**config.mk**
```make
export PLATFORM = sky130hd
export DESIGN_NAME = spi_boot_reader
export DESIGN_NICKNAME = d
export VERILOG_FILES = /design/src/rtl/spi_boot_reader.sv
export SDC_FILE = /design/constraint.sdc
export NUM_CORES = 1
export LEC_CHECK = 0
export ABC_AREA = 1
export CAP_MARGIN = 5
export CORE_UTILIZATION = 30
export CTS_CLUSTER_DIAMETER = 60
export CTS_CLUSTER_SIZE = 28
export DETAILED_ROUTE_END_ITERATION = 8
export PLACE_DENSITY_LB_ADDON = 0.08
export SLEW_MARGIN = 20
export SYNTH_ARGS = -nofsm -noshare
export SYNTH_HDL_FRONTEND = slang
export SYNTH_SLANG_ARGS = --single-unit
```
**constraint.sdc**
```tcl
create_clock -name clk -period 3.8 [get_ports clk]
set_input_delay 0.38 -clock clk [delete_from_list [all_inputs] [get_ports clk]]
set_output_delay 0.38 -clock clk [all_outputs]
set_load 0.005 [all_outputs]
```
**src/rtl/spi_boot_reader.sv**
```systemverilog
module spi_boot_reader #(
  parameter int SEL_W    = 4,
  parameter int SEL_IDX  = 2,
  parameter int BAUD_W   = 16,
  parameter int BAUD_RST = 133
) (
  input  logic              clk,
  input  logic              rst_n,
  input  logic              start,
  input  logic              stop,
  input  logic [1:0]        addr_sel,
  input  logic [23:0]       start_addr,
  input  logic              baud_we,
  input  logic [BAUD_W-1:0] baud_din,
  output logic [7:0]        rd_data,
  output logic              rd_valid,
  input  logic              rd_ready,
  output logic              busy,
  output logic              spi_sck,
  output logic              spi_mosi,
  input  logic              spi_miso,
  output logic [SEL_W-1:0]  spi_ssel_n
);
  localparam logic [7:0] READ_CMD = 8'h03;
  localparam logic [SEL_W-1:0] SEL_BIT = SEL_W'(1) << SEL_IDX;

  logic              run_q, sck_q, in_data_q, out_v_q;
  logic [BAUD_W-1:0] baud_q, cnt_q;
  logic [2:0]        bit_q;
  logic [1:0]        hdr_q, nbytes;
  logic [7:0]        tx_q, rx_q, out_q;
  logic [23:0]       addr_q, addr_aligned;

  wire [BAUD_W-1:0] half = (baud_q == '0) ? BAUD_W'(1) : baud_q;
  wire hold = !sck_q && bit_q == 3'd0 && cnt_q == '0 && in_data_q && out_v_q && !rd_ready;
  wire tick = run_q && !hold && (cnt_q >= half - BAUD_W'(1));
  wire rise = tick && !sck_q;
  wire fall = tick && sck_q;
  wire last = bit_q == 3'd7;
  wire load = rise && last && in_data_q;

  always_comb begin
    case (addr_sel)
      2'd0:    nbytes = 2'd1;
      2'd1:    nbytes = 2'd2;
      default: nbytes = 2'd3;
    endcase
    case (nbytes)
      2'd1:    addr_aligned = {start_addr[7:0], 16'h0};
      2'd2:    addr_aligned = {start_addr[15:0], 8'h0};
      default: addr_aligned = start_addr;
    endcase
  end

  always_ff @(posedge clk) begin
    if (!rst_n) baud_q <= BAUD_W'(BAUD_RST);
    else if (baud_we) baud_q <= baud_din;
  end

  always_ff @(posedge clk) begin
    if (!rst_n) begin
      run_q <= 1'b0; sck_q <= 1'b0; in_data_q <= 1'b0; out_v_q <= 1'b0;
      cnt_q <= '0; bit_q <= '0; hdr_q <= '0;
      tx_q <= '0; rx_q <= '0; out_q <= '0; addr_q <= '0;
    end else if (run_q && stop) begin
      run_q <= 1'b0; sck_q <= 1'b0; out_v_q <= 1'b0;
    end else if (!run_q) begin
      if (start) begin
        run_q <= 1'b1; sck_q <= 1'b0; cnt_q <= '0; bit_q <= '0;
        in_data_q <= 1'b0; hdr_q <= nbytes; tx_q <= READ_CMD; addr_q <= addr_aligned;
      end
    end else begin
      if (tick) cnt_q <= '0;
      else if (!hold) cnt_q <= cnt_q + BAUD_W'(1);
      if (tick) sck_q <= ~sck_q;
      if (rise) rx_q <= {rx_q[6:0], spi_miso};
      if (fall) begin
        bit_q <= bit_q + 3'd1;
        if (!last) tx_q <= {tx_q[6:0], 1'b0};
        else if (hdr_q != 2'd0) begin
          tx_q <= addr_q[23:16]; addr_q <= addr_q << 8; hdr_q <= hdr_q - 2'd1;
        end else begin
          tx_q <= 8'h00; in_data_q <= 1'b1;
        end
      end
      if (load) begin
        out_q <= {rx_q[6:0], spi_miso}; out_v_q <= 1'b1;
      end else if (rd_ready) out_v_q <= 1'b0;
    end
  end

  assign busy       = run_q;
  assign spi_sck    = sck_q;
  assign spi_mosi   = run_q & tx_q[7];
  assign spi_ssel_n = run_q ? ~SEL_BIT : '1;
  assign rd_data    = out_q;
  assign rd_valid   = out_v_q;
endmodule

```
==> results.tsv <==
stage	metric	value	unit
status	status	finished, final reports clean	
routing	viasPerCell	4.76	
clock_network	h-tree-depth	3	
worst_setup_path	crit_path_start_kind	flip-flop	
global_route	grtUsageTotal	17.2	%
layout	drive_gt1_share	5.84	%
routing	drt_first_pass_iters	5	
placed_design	place_area	0.00591	mm2
power	p_leak	0.00271	uW
power	p_sw_share	28.7	%
clock_network	insertion_delay	0.35	ns
clock_network	cts_made_buffers	9	
sta	whs	0.467	ns
worst_setup_path	path_max_fanout	7	
worst_setup_path	crit_top_cell	nand2_1	
routing	drc	0	
power	pwr-share-seq	42.4	%
floorplanning	floorplan.rows	47	
worst_setup_path	end_kind	flip-flop	
clock_network	cts.sinks	88	
sta	min_period	3.44	ns
power	p_clk_share	40.0	%
sta	max_slew.worst_pin.slew	0.911	ns
synth	async_reset_ff_share	0	%
synth	syn_avg_cell_area	6.57	um2
synth	ys_warn_count	0	
placed_design	gp_congestion	0.791	
routing	finalWirelength	14.8	mm
hold_path	hold_class	flip-flop to flip-flop	
synth	synthFlopType	dfxtp_1	
synth	ys_seq_area_share	34.3	%
layout	design_area	0.00632	mm2
layout	antenna_cells	0	
sta	setup_viol	0	
synth	ys_top_cells_by_area	dfxtp_1 (34%), nand2_1 (13%), inv_1 (8.0%)	
routing	drt-initial-drc-count	296	
layout	area_delta_synth_final	23.0	%
sta	fin_crit_sh	90.6	%
clock_network	hold_buffers	0	
placed_design	port_buffers	61	
sta	fin_ws	0.359	ns
power	power_density	371	mW/mm2
synth	synth.most_common_cell	nand2_1	
worst_setup_path	critical_path.max_stage_delay	0.35	ns
global_route	grt_pass1_wl	24.2	mm
global_route	grt-ovfl-total	0	
power	p_switching	674	uW
global_route	antenna_found_initial	0	
clock_network	cts_buffer_depth	2	
worst_setup_path	slowest_stage	dfxtp_1	
synth	synth_top_cell_area_share	34.3	%
floorplanning	placeableCoreArea	0.0166	mm2
global_route	first_global_vias	4886	
routing	vias	5045	
sta	final_hold_viol_count	0	
run	drv_cap	0	
sta	max_slew_margin	39.2	%
global_route	grt_max_degree	36	
floorplanning	die-area	0.0176	mm2
synth	synth_seq_cells	88	
clock_network	cts.clk_slew.worst_paths	0.06	ns
routing	antenna_left	0	
placed_design	dp_worst_setup_slack	0.260	ns
power	intPower	1670	uW
synth	synth-edff-count	0	
floorplanning	io_pins	65	
placed_design	hpwl	10.0	mm
layout	final_util	38.0	%
worst_setup_path	cp_data_required_time	4.09	ns
worst_setup_path	cpLargestDelayFamily	simple AND/OR/NAND/NOR gates	
worst_setup_path	cp.buffers_inverters	5	
synth	ys_top_cells_by_count	nand2_1 (183), inv_1 (109), nor2_1 (102), dfxtp_1 (88), a21oi_1 (62)	
synth	postSynthCellCount	781	
sta	setup_tns	0	ns
layout	fill_cells	1761	
sta	finClkSkew	0.0118	ns
clock_network	cts_root_buf	clkbuf_16	
floorplanning	fp.dieW	133	um
synth	yosysTopAreaCell	dfxtp_1	
sta	max_freq	0.291	GHz
sta	rsz0062_at_grt	false	
layout	layout.nets	906	
routing	wl_per_cell	13.9	um
clock_network	cts_tree	yes	
power	ir_drop	0.224	mV
synth	syn-cell-area	0.00513	mm2
worst_setup_path	critPathKind	flip-flop to flip-flop	
power	p_comb_share	17.6	%
sta	drv_slew	0	
floorplanning	initial_core_util	30.9	%
worst_setup_path	cp.arrival	3.73	ns
floorplanning	fp.dieH	133	um
synth	yosysUniqueCellTypes	36	
==> power by group through the flow <==
| stage | Sequential, uW | Clock, uW | Combinational, uW |
|---|---|---|---|
| 6_report | 993 | 937 | 413 |
| 5_1_grt | 998 | 1000 | 470 |
| 4_1_cts | 993 | 960 | 396 |
| 3_5_place_dp | 1010 | 0 | 393 |
| 3_3_place_gp | 1010 | 0 | 390 |
| 2_1_floorplan | 1010 | 0 | 269 |
==> per-layer routing <==
| layer | track usage [%] | share of wire, % | vias up |
|---|---|---|---|
| met4 | 7.09 | 2.3 | 0 |
| met2 | 28.7 | 48 | 88 |
| met1 | 21.9 | 47 | 2312 |
| met3 | 2.99 | 3.0 | 21 |
| met5 | 0 | 0 | - |
| li1 | - | - | 2624 |
==> per-stage QoR <==
step           total power (uW)  instances
6_report                   2340       1059
5_1_grt                    2470       1059
4_1_cts                    2350       1053
3_5_place_dp               1410       1037
3_3_place_gp               1400       1037
2_1_floorplan              1280        783
==> kinds of logic after synthesis <==
| family | synth area share (%) |
|---|---|
| xor+xnor | 2.73 |
| other cells | 0.0730 |
| compound gates | 12.6 |
| flops | 34.3 |
| simple gates | 33.0 |
| buf+inv | 11.6 |
| fa+ha+maj | 5.60 |
==> cell usage in the layout, fill, tap and decap left out, types with 3 or more instances in the layout <==
cell type          n
inv_2              5
nor2_1           101
nand2_1          181
conb_1             3
o21ai_0           33
buf_4              8
nand3_1           43
nand2_2            4
nand4_1           35
nor3_1            12
a21oi_1           62
ha_1              23
a32o_1            12
dfxtp_1           88
clkdlybuf4s50_1   60
clkbuf_16          9
xnor2_1            4
xor2_1            12
nand3_4            4
inv_1            109
==> state kept, by name, summed over array words and instances, names as in the netlist <==
name / cells
addr_q: 24
rx_q: 7
tx_q: 8
baud_q: 16
busy: 1
bit_q: 3
in_data_q: 1
rd_data: 8
cnt_q: 16
hdr_q: 2
rd_valid: 1
spi_sck: 1
==> worst min-delay path, stage by stage, from the launching register on <==
cell,delay [ns]
dfxtp_1,0.31
nand2_1,0.06
a21oi_1,0.05
==> repair_timing <==
action,4_1_cts,5_1_grt
setup buffers,0,3
setup endpoints to repair,0,47
resized for setup,0,12
==> area by class of cell <==
type	count	area, um2	area share, %
Clock buffer	11	253	4.00
Inverter	114	428	6.77
Clock inverter	5	55.1	0.871
Sequential cell	88	1760	27.9
Timing Repair Buffer	71	691	10.9
Tap cell	220	275	4.36
Multi-Input combinational cell	550	2850	45.2
==> final timing paths <==
path | from | endpoint | slack (ns) | cells past startpoint
worst max register to register | baud_q[4] | addr_q[16] | 0.36 | 25
worst min register to register | tx_q[3] | tx_q[3] | 0.47 | 2
worst max-delay path | baud_q[4] | addr_q[16] | 0.36 | 25
worst min-delay path | tx_q[3] | tx_q[3] | 0.47 | 2
(Power assumes the default switching activity.)
